## src/rtl/dsm_pkg.sv

```systemverilog
package dsm_pkg;
  typedef enum logic [1:0] {
    MODE_OFF  = 2'b00,
    MODE_ON   = 2'b01,
    MODE_HIGH = 2'b10,
    MODE_LOW  = 2'b11
  } mode_e;
endpackage

```

## src/rtl/dsm_slot_timer.sv

```systemverilog
module dsm_slot_timer #(
  parameter int SLOTS  = 8,
  parameter int SLOT_W = $clog2(SLOTS)
) (
  input  logic              clk_i,
  input  logic              rst_ni,
  input  logic              tick_i,
  input  logic              restart_i,
  output logic [SLOT_W-1:0] slot_o,
  output logic              align_o
);
  localparam logic [SLOT_W-1:0] LAST = SLOT_W'(SLOTS - 1);

  logic [SLOT_W-1:0] slot_q;
  logic              align_q;

  always_ff @(posedge clk_i or negedge rst_ni) begin
    if (!rst_ni) begin
      slot_q  <= '0;
      align_q <= 1'b1;
    end else if (restart_i) begin
      align_q <= 1'b1;
    end else if (tick_i) begin
      if (align_q) begin
        slot_q  <= '0;
        align_q <= 1'b0;
      end else begin
        slot_q <= (slot_q == LAST) ? '0 : slot_q + 1'b1;
      end
    end
  end

  assign slot_o  = slot_q;
  assign align_o = align_q;

  // period wraps through all slots in order
  assert_slot_step_R4: assert property (@(posedge clk_i) disable iff (!rst_ni)
    (tick_i && !align_q && !restart_i) |=>
      (slot_q == (($past(slot_q) == LAST) ? '0 : $past(slot_q) + 1'b1)));

  // leaving the alignment wait always lands on slot 0
  assert_align_start_R6: assert property (@(posedge clk_i) disable iff (!rst_ni)
    $fell(align_q) |-> (slot_q == '0));
endmodule

```

## src/rtl/dsm_pattern_gen.sv

```systemverilog
module dsm_pattern_gen
  import dsm_pkg::*;
#(
  parameter int SLOTS  = 8,
  parameter int SLOT_W = $clog2(SLOTS)
) (
  input  mode_e             mode_i,
  input  logic [SLOT_W-1:0] slot_i,
  input  logic              align_i,
  input  logic              lost_i,
  output logic              gate_o,
  output logic              off_slot_o
);
  localparam logic [SLOT_W-1:0] LAST = SLOT_W'(SLOTS - 1);

  logic cycling;
  logic pat_on;

  always_comb begin
    cycling = 1'b0;
    pat_on  = 1'b0;
    unique case (mode_i)
      MODE_OFF:  pat_on = 1'b0;
      MODE_ON:   pat_on = 1'b1;
      MODE_HIGH: begin cycling = 1'b1; pat_on = (slot_i != LAST); end
      MODE_LOW:  begin cycling = 1'b1; pat_on = (slot_i == '0);   end
      default:   pat_on = 1'b0;
    endcase
    if (cycling && align_i) pat_on = 1'b0;
  end

  assign gate_o     = pat_on && !lost_i;
  assign off_slot_o = cycling && !align_i && !pat_on;
endmodule

```

## src/rtl/dsm_charger_check.sv

```systemverilog
module dsm_charger_check (
  input  logic clk_i,
  input  logic rst_ni,
  input  logic restart_i,
  input  logic tick_i,
  input  logic off_slot_i,
  input  logic chg_i,
  output logic lost_o,
  output logic pulse_o
);
  logic settle_q;
  logic lost_q;
  logic pulse_q;
  logic sample;
  logic missing;

  assign sample  = tick_i && off_slot_i && settle_q && !lost_q && !restart_i;
  assign missing = sample && !chg_i;

  always_ff @(posedge clk_i or negedge rst_ni) begin
    if (!rst_ni) begin
      settle_q <= 1'b0;
      lost_q   <= 1'b0;
      pulse_q  <= 1'b0;
    end else begin
      if (tick_i || restart_i) settle_q <= 1'b0;
      else if (off_slot_i)     settle_q <= 1'b1;
      if (restart_i)    lost_q <= 1'b0;
      else if (missing) lost_q <= 1'b1;
      pulse_q <= missing;
    end
  end

  assign lost_o  = lost_q;
  assign pulse_o = pulse_q;

  // a loss report only follows a tick that closed an open-switch slot
  assert_pulse_src_R7: assert property (@(posedge clk_i) disable iff (!rst_ni)
    pulse_q |-> $past(tick_i && off_slot_i));

  // the report is a single clock wide
  assert_pulse_width_R7: assert property (@(posedge clk_i) disable iff (!rst_ni)
    pulse_q |=> !pulse_q);

  // latched loss only clears on a mode change
  assert_lost_hold_R8: assert property (@(posedge clk_i) disable iff (!rst_ni)
    (lost_q && !restart_i) |=> lost_q);
endmodule

```

## src/rtl/duty_switch_mod.sv

```systemverilog
module duty_switch_mod
  import dsm_pkg::*;
#(
  parameter int SLOTS = 8
) (
  input  logic       clk_i,
  input  logic       rst_ni,
  input  logic [1:0] mode_i,
  input  logic       tick_i,
  input  logic       chg_present_i,
  output logic       gate_en_o,
  output logic       chg_lost_o
);
  localparam int SLOT_W = $clog2(SLOTS);

  mode_e             mode_req;
  mode_e             mode_q;
  logic              restart;
  logic [SLOT_W-1:0] slot;
  logic              align;
  logic              lost;
  logic              off_slot;

  assign mode_req = mode_e'(mode_i);
  assign restart  = (mode_req != mode_q);

  always_ff @(posedge clk_i or negedge rst_ni) begin
    if (!rst_ni) mode_q <= MODE_OFF;
    else         mode_q <= mode_req;
  end

  dsm_slot_timer #(.SLOTS(SLOTS), .SLOT_W(SLOT_W)) u_timer (
    .clk_i    (clk_i),
    .rst_ni   (rst_ni),
    .tick_i   (tick_i),
    .restart_i(restart),
    .slot_o   (slot),
    .align_o  (align)
  );

  dsm_pattern_gen #(.SLOTS(SLOTS), .SLOT_W(SLOT_W)) u_pattern (
    .mode_i    (mode_q),
    .slot_i    (slot),
    .align_i   (align),
    .lost_i    (lost),
    .gate_o    (gate_en_o),
    .off_slot_o(off_slot)
  );

  dsm_charger_check u_check (
    .clk_i     (clk_i),
    .rst_ni    (rst_ni),
    .restart_i (restart),
    .tick_i    (tick_i),
    .off_slot_i(off_slot),
    .chg_i     (chg_present_i),
    .lost_o    (lost),
    .pulse_o   (chg_lost_o)
  );

  // held-off request opens the switch after one edge
  assert_off_fast_R2: assert property (@(posedge clk_i) disable iff (!rst_ni)
    (mode_i == 2'b00) |=> !gate_en_o);

  // held-on request closes the switch after one edge
  assert_on_fast_R3: assert property (@(posedge clk_i) disable iff (!rst_ni)
    (mode_i == 2'b01) |=> gate_en_o);

  // switch is open whenever a loss is reported
  assert_lost_open_R7: assert property (@(posedge clk_i) disable iff (!rst_ni)
    chg_lost_o |-> !gate_en_o);

  // no loss report while the previous cycle had the switch closed
  assert_no_closed_sample_R9: assert property (@(posedge clk_i) disable iff (!rst_ni)
    $rose(chg_lost_o) |-> !$past(gate_en_o));
endmodule

```

## config.mk

```make
export PLATFORM = sky130hd
export DESIGN_NAME = duty_switch_mod
export DESIGN_NICKNAME = d
export VERILOG_FILES = /design/src/rtl/dsm_pkg.sv /design/src/rtl/dsm_slot_timer.sv /design/src/rtl/dsm_pattern_gen.sv /design/src/rtl/dsm_charger_check.sv /design/src/rtl/duty_switch_mod.sv
export SDC_FILE = /design/constraint.sdc
export NUM_CORES = 1
export LEC_CHECK = 0
export ABC_AREA = 1
export BUFFER_PORTS_ARGS = -buffer_cell sky130_fd_sc_hd__buf_2
export CAP_MARGIN = 25
export CORE_AREA = 4 4 41 43
export DETAILED_ROUTE_END_ITERATION = 16
export DIE_AREA = 0 0 45 47
export PLACE_DENSITY = 0.58
export SKIP_CTS_REPAIR_TIMING = 1
export SLEW_MARGIN = 20
export SYNTH_ARGS = -nofsm -noshare
export SYNTH_HDL_FRONTEND = slang
export SYNTH_SLANG_ARGS = --single-unit
```

## constraint.sdc

```tcl
create_clock -name clk_i -period 1.3 [get_ports clk_i]
set_input_delay 0.26 -clock clk_i [delete_from_list [all_inputs] [get_ports clk_i]]
set_output_delay 0.26 -clock clk_i [all_outputs]
set_load 0.03 [all_outputs]
```

==> out/qor.csv, run 1 <==
metric;value;unit
Synth area leader;dfrtp_1;
Mapped Cells;65;
via count;444;
Critical Path AT;1.52;ns
post-synthesis cell type count;13;
Worst setup SP type;flop;
Starting Density;0.388;
total number of yosys warnings;0;
Tcrit/Tclk final;1.37;
core area;1300;sq um
failing checks;negative setup slack;
Synth Flop Type;dfrtp_1;
die area;2120;sq um
Synth top cells by count;nand2_1 (25), inv_1 (14), dfrtp_1 (8);
Crit Path Class;reg -> out;
final setup violation count;3;
worst slew pin tran;0.211;ns
async set-reset flop share out of synthesis;1.00;
global-route total usage across every layer;0.118;
Worst R2R Setup Slack;-0.04;ns
routed wire length;985;microns
final cell utilization of the core;0.546;
number of fill cells in the layout;113;
Buffers on Ports;7;
Post-Layout Cell Count;101;
worst hold path type;in -> reg;
Hold Fails Final Rpt;0;
most numerous cell in the Yosys netlist;nand2_1;
FF+latch count, synth;9;
Req. time, crit path;1.04;ns
status;complete, but fails checks;
synth top area cells;dfrtp_1 (40%), nand2_1 (19%), inv_1 (10%);
DRT iter0 DRCs;6;
nets;96;
n_diodes;0;
Post-Place Cells;94;
PwrDens;899;nW/um^2
crit end category;output port;
die extent in y;47;microns
Max IR drop VDD;0.475;mV
CTS HTree Levels;1;
dpl hpwl;751;microns
CTS sink count;9;
total CTS buffers;3;
number of antenna-violating nets in the routed design;0;
Worst Clk Skew;0.00216;ns
Root Buffer;clkbuf_4;
total power;639;uW
Die W;45;microns
DRC viols;0;
gpl congestion;0.664;
First-pass DRT Iterations;4;
Vias/cell;4.40;
initial antenna violation count;0;
normalized max-slew margin;0.860;
synthesized net count;74;
Synth Cell Area;504;sq um
minimum clock period;1.78;ns
crit-path max FO;2;
DR WL/cell;9.75;microns
Max Cap Violations;0;
layout cells sized above 1;0.407;
RSZ-0062 raised after global routing;true;
post-synth top area share;0.397;
Slew Limit Fails;0;
syn_area_per_cell;7.76;sq um
FP Rows;13;
Remaining Overflow, GRT;0;
vias in the first global route;406;
number of synthesized flops with an enable pin;0;
P_leak;0.393;nW
I/O Pins;8;
Seq/Total Area, Yosys;0.449;
final setup margin;-0.477;ns
Peak Freq;563;MHz
largest net degree at the start of global routing;10;
TritonCTS clock tree;done;
clock-pin slew on the worst setup and hold paths;0.07;ns
first-pass GRT wire length;1.63;mm
area delta synth->final;40.9;%
Clk Latency, worst-skew pair;0.26;ns
clk buf depth;2;
path summary, 6_finish.rpt:
check / end / cells after the start / startpoint
min reg2reg: u_check.settle_q / 2 / u_check.settle_q
max in group asynchronous: u_timer.align_o / 2 / rst_ni
min in group asynchronous: u_timer.slot_o[2] / 2 / rst_ni
max reg2reg: u_check.lost_o / 9 / u_timer.slot_o[0]
max: gate_en_o / 8 / u_timer.slot_o[0]
min: mode_q[0] / 1 / mode_i[0]
layer usage:
| metal | GRT usage | part of all wire | wire length (microns) | vias up |
|---|---|---|---|---|
| li1 | - | - | - | 234 |
| met1 | 0.132 | 0.45 | 441 | 202 |
| met2 | 0.181 | 0.50 | 491 | 6 |
| met3 | 0.0345 | 0.043 | 42 | 2 |
| met4 | 0.105 | 0.0091 | 9 | 0 |
| met5 | 0 | 0 | 0 | - |
critical path: stages, from the launching register on:
cell,delay [ns]
dfrtp_1,0.39
ha_2,0.20
ha_4,0.16
nor2_4,0.08
nand2_1,0.06
nand2_2,0.07
nand2_2,0.07
nor2_4,0.08
buf_6,0.13
logic make-up (layout without fill, tap and decap cells):
group | after synthesis | after routing | share of synthesized area
AO/OA/AOI/OAI | 6 | 6 | 0.0744
adder cells (fa/ha/maj) | 3 | 3 | 0.0744
buffers and inverters | 14 | 35 | 0.104
flip-flops | 9 | 9 | 0.449
AND/OR/NAND/NOR | 33 | 33 | 0.298
cells in the final DEF (no fill, tap or decap):
cell,count
ha_2,1
dfrtp_1,8
nand3_4,1
and2_4,1
dfstp_2,1
nor2_2,1
nor2_1,1
nand2_1,22
nor2_4,2
o21ai_1,3
clkbuf_4,3
ha_1,1
o21ai_0,1
buf_6,2
buf_4,8
clkinv_2,1
buf_2,6
ha_4,1
inv_1,14
dlygate4sd3_1,1
a21oi_2,2
nand2_2,5
where the power goes:
part           switching (mW)  internal [mW]  leakage (nW)
Sequential            0.00937          0.290         0.117
Combinational          0.0588         0.0546         0.258
Clock                   0.112          0.114        0.0177
registers in the layout, summed over array words and instances (netlist names):
name,flops
u_timer.align_o,1
u_check.lost_o,1
mode_q,2
u_check.settle_q,1
u_timer.slot_o,3
u_check.pulse_o,1
metrics by stage:
| step | TNS, ns | setup slack, ns | cell area (sq um) | hold WS [ns] |
|---|---|---|---|---|
| finish | -0.541 | -0.477 | 711 | 0.125 |
| global route | -0.872 | -0.563 | 711 | 0.123 |
| CTS | -0.781 | -0.598 | 658 | -0.173 |
| detailed placement | -0.428 | -0.292 | 631 | 0.124 |
| global placement | -0.370 | -0.280 | 631 | 0.127 |
| floorplan | -0.189 | -0.189 | 524 | -0.0356 |
cell type report:
| type | instances | area (sq um) | area share |
|---|---|---|---|
| flip-flops and latches | 9 | 226 | 0.319 |
| inverters | 14 | 52.6 | 0.0739 |
| clock buffers | 3 | 22.5 | 0.0317 |
| multi-input cells | 42 | 263 | 0.370 |
| clock inverters | 1 | 5.00 | 0.00704 |
| repair buffers | 17 | 123 | 0.173 |
| well taps | 15 | 18.8 | 0.0264 |
No activity file was read; power rests on OpenSTA's default activity.
==> run 2: changes to the inputs <==
--- a/config.mk
+++ b/config.mk
@@ -11,7 +11,8 @@
 export CORE_AREA = 4 4 41 43
 export DETAILED_ROUTE_END_ITERATION = 16
 export DIE_AREA = 0 0 45 47
-export PLACE_DENSITY = 0.58
+export PLACE_DENSITY = 0.56
+export RECOVER_POWER = 25
 export SKIP_CTS_REPAIR_TIMING = 1
 export SLEW_MARGIN = 20
 export SYNTH_ARGS = -nofsm -noshare
==> constraint.sdc (replaced) <==
create_clock -name clk_i -period 1.9 [get_ports clk_i]
set_input_delay 0.38 -clock clk_i [delete_from_list [all_inputs] [get_ports clk_i]]
set_output_delay 0.38 -clock clk_i [all_outputs]
set_load 0.03 [all_outputs]
==> run 2 against run 1 <==
  * The run still ends with negative setup slack left
  * Register-to-register slack gained 0.64 ns
  * Highest routed layer unchanged
  * Clock power shrank 34%
  * Critical endpoint unchanged
  * First-iteration DRC count grew 33%
  * Clock-buffer cell count is the same
  * Sequential share of layout area grew 3.6 points
  * Routed wire length shrank 5.9%
  * Design area shrank 10%
  * Critical path depth is the same
  * Cell count shrank 7.9%
  * Hold slack gained 0.13 ns
  * Via count shrank 7.7%
==> out/qor.csv, run 2 (synthesis gave the netlist of run 1 again) <==
metric;value;unit;change
Crit Path Class;reg -> out;;
worst slew pin tran;0.509;ns;+0.298 ns
DR WL/cell;9.97;microns;+2.2%
largest net degree at the start of global routing;10;;unchanged
Starting Density;0.388;;unchanged
via count;410;;-7.7%
nets;88;;-8.3%
layout cells sized above 1;0.308;;-0.0993
number of antenna-violating nets in the routed design;0;;unchanged
total power;415;uW;-35%
final setup margin;-0.0619;ns;+0.415 ns
number of fill cells in the layout;134;;+19%
max reg flops;3;;unchanged
worst hold start;mode_i[0];;
Post-Layout Cell Count;93;;-7.9%
register area;226;sq um;unchanged
P_leak;0.342;nW;-13%
Switch Pwr;115;uW;-36%
Critical Path AT;1.58;ns;+0.06 ns
Post-Place Cells;87;;-7.4%
Slew Limit Fails;0;;unchanged
initial antenna violation count;0;;unchanged
area occupied by multi-input gates;258;sq um;-1.9%
Fin Hold WS;0.253;ns;+0.128 ns
Slowest cell on crit path;dfrtp_1;;
vias in the first global route;360;;-11%
worst hold stages;1;;unchanged
die area;2120;sq um;unchanged
Worst Clk Skew;0.0104;ns;+0.00825 ns
FP Rows;13;;unchanged
normalized max-slew margin;0.661;;-0.199
most frequent cells in the layout;nand2_1 (22), inv_1 (14), dfrtp_1 (8);;
Worst R2R Setup Slack;0.60;ns;+0.64 ns
Clock power frac;0.361;;+0.008
critical path, cell by cell;ha_2 -> ha_4 -> nor2_4 -> nand2_2 -> nand2_2 -> nand2_2 -> nor2_2 -> buf_6;;
area delta synth->final;26.6;%;
RSZ-0062 raised after global routing;true;;
Int Pwr;300;uW;-35%
TritonCTS clock tree;done;;
DRC viols;0;;unchanged
Peak Freq;510;MHz;
Buffers on Ports;7;;unchanged
sw frac;0.277;;-0.00449
final cell utilization of the core;0.490;;-0.0558
Root Buffer;clkbuf_4;;
Hold Fails Final Rpt;0;;unchanged
CTS HTree Levels;1;;unchanged
Reg2Reg Capture Point;u_check.lost_o;;
PwrDens;650;nW/um^2;-28%
combinational fraction of design power;0.143;;-0.035
Req. time, crit path;1.52;ns;+0.48 ns
clk buf depth;2;;unchanged
worst hold path type;in -> reg;;
routed wire length;927;microns;-5.9%
Tcrit/Tclk final;1.03;;
final setup violation count;1;;-2
Vias/cell;4.41;;+0.29%
n_diodes;0;;unchanged
WHS Endpoint;mode_q[0];;
crit end category;output port;;
total CTS buffers;3;;unchanged
First-pass DRT Iterations;2;;-2
global-route total usage across every layer;0.106;;-0.0119
share of power burned in registers;0.496;;+0.027
first-pass GRT wire length;1.45;mm;-11%
Worst path max stage delay;0.39;ns;about the same
I/O Pins;8;;unchanged
clock-pin slew on the worst setup and hold paths;0.07;ns;about the same
gpl congestion;0.683;;+2.9%
pre-CTS setup slack;0.143;ns;+0.435 ns
commonest non-fill, non-tap cell in the layout;nand2_1;;
die extent in y;47;microns;unchanged
Remaining Overflow, GRT;0;;unchanged
dpl hpwl;672;microns;-10%
minimum clock period;1.96;ns;
core area;1300;sq um;unchanged
Clk Latency, worst-skew pair;0.27;ns;about the same
Most Frequent Cell on Critical Path;nand2_2;;
reg2reg path depth;8;;-1
crit-path max FO;2;;unchanged
Die W;45;microns;unchanged
Max IR drop VDD;0.430;mV;-9.5%
DRT iter0 DRCs;8;;+2
Worst setup SP type;flop;;
failing checks;negative setup slack;;
R2R Path Start;u_timer.slot_o[1];;
status;complete, but fails checks;;
CTS sink count;9;;unchanged
Max Cap Violations;0;;unchanged
## run 2: cell types whose count changed in the layout (fill, tap and decap cells not counted), sizes merged
cell	previous run	this run
clkbuf	3	6
buf	16	5
## run 2: metrics by stage
stage | area, sq um | TNS, ns
2_1_floorplan | 504 | 0
3_3_place_gp | 558 | 0
3_5_place_dp | 558 | 0
4_1_cts | 586 | -0.169
5_1_grt | 638 | -0.196
6_report | 638 | -0.0619
## run 2: area by class of cell
class,instances,area share
tap,15,0.0294
inverter,14,0.0824
sequential,9,0.355
clock buffer,3,0.0353
clock inverter,1,0.00784
multi-input combinational,42,0.404
timing repair buffer,9,0.0863
## run 2: how the worst max path moves through the flow
stage	from	depth (start not counted)	slack, ns	to
final	u_timer.slot_o[1]	8	-0.06	gate_en_o
after global routing	u_timer.slot_o[1]	8	-0.20	gate_en_o
after CTS	u_timer.slot_o[0]	8	-0.17	gate_en_o
after detailed placement	u_timer.slot_o[0]	8	0.14	gate_en_o
after global placement	u_timer.slot_o[0]	8	0.17	gate_en_o
after floorplan	u_timer.slot_o[0]	7	0.08	gate_en_o
## run 2: worst max-delay path: cells and delay by family (launching register included)
kind | cells | cell delay (ns)
fa+ha+maj | 2 | 0.36
buf+inv | 1 | 0.14
flops | 1 | 0.39
simple gates | 5 | 0.42
## run 2: layer usage
| metal | routed length (microns) | GRT usage | vias to the layer above | part of all wire |
|---|---|---|---|---|
| met3 | 50 | 0.0690 | 2 | 0.054 |
| met5 | 0 | 0 | - | 0 |
| li1 | - | - | 217 | - |
| met2 | 440 | 0.164 | 8 | 0.47 |
| met1 | 427 | 0.111 | 183 | 0.46 |
| met4 | 9 | 0.0526 | 0 | 0.0097 |
## run 2: power by group through the flow
stage                     clock network [mW]  logic (mW)  registers [mW]
after CTS                              0.160      0.0534           0.205
after detailed placement                   0      0.0531           0.208
after global routing                   0.171      0.0672           0.207
final                                  0.150      0.0593           0.206
after global placement                     0      0.0525           0.208
after floorplan                            0      0.0351           0.207
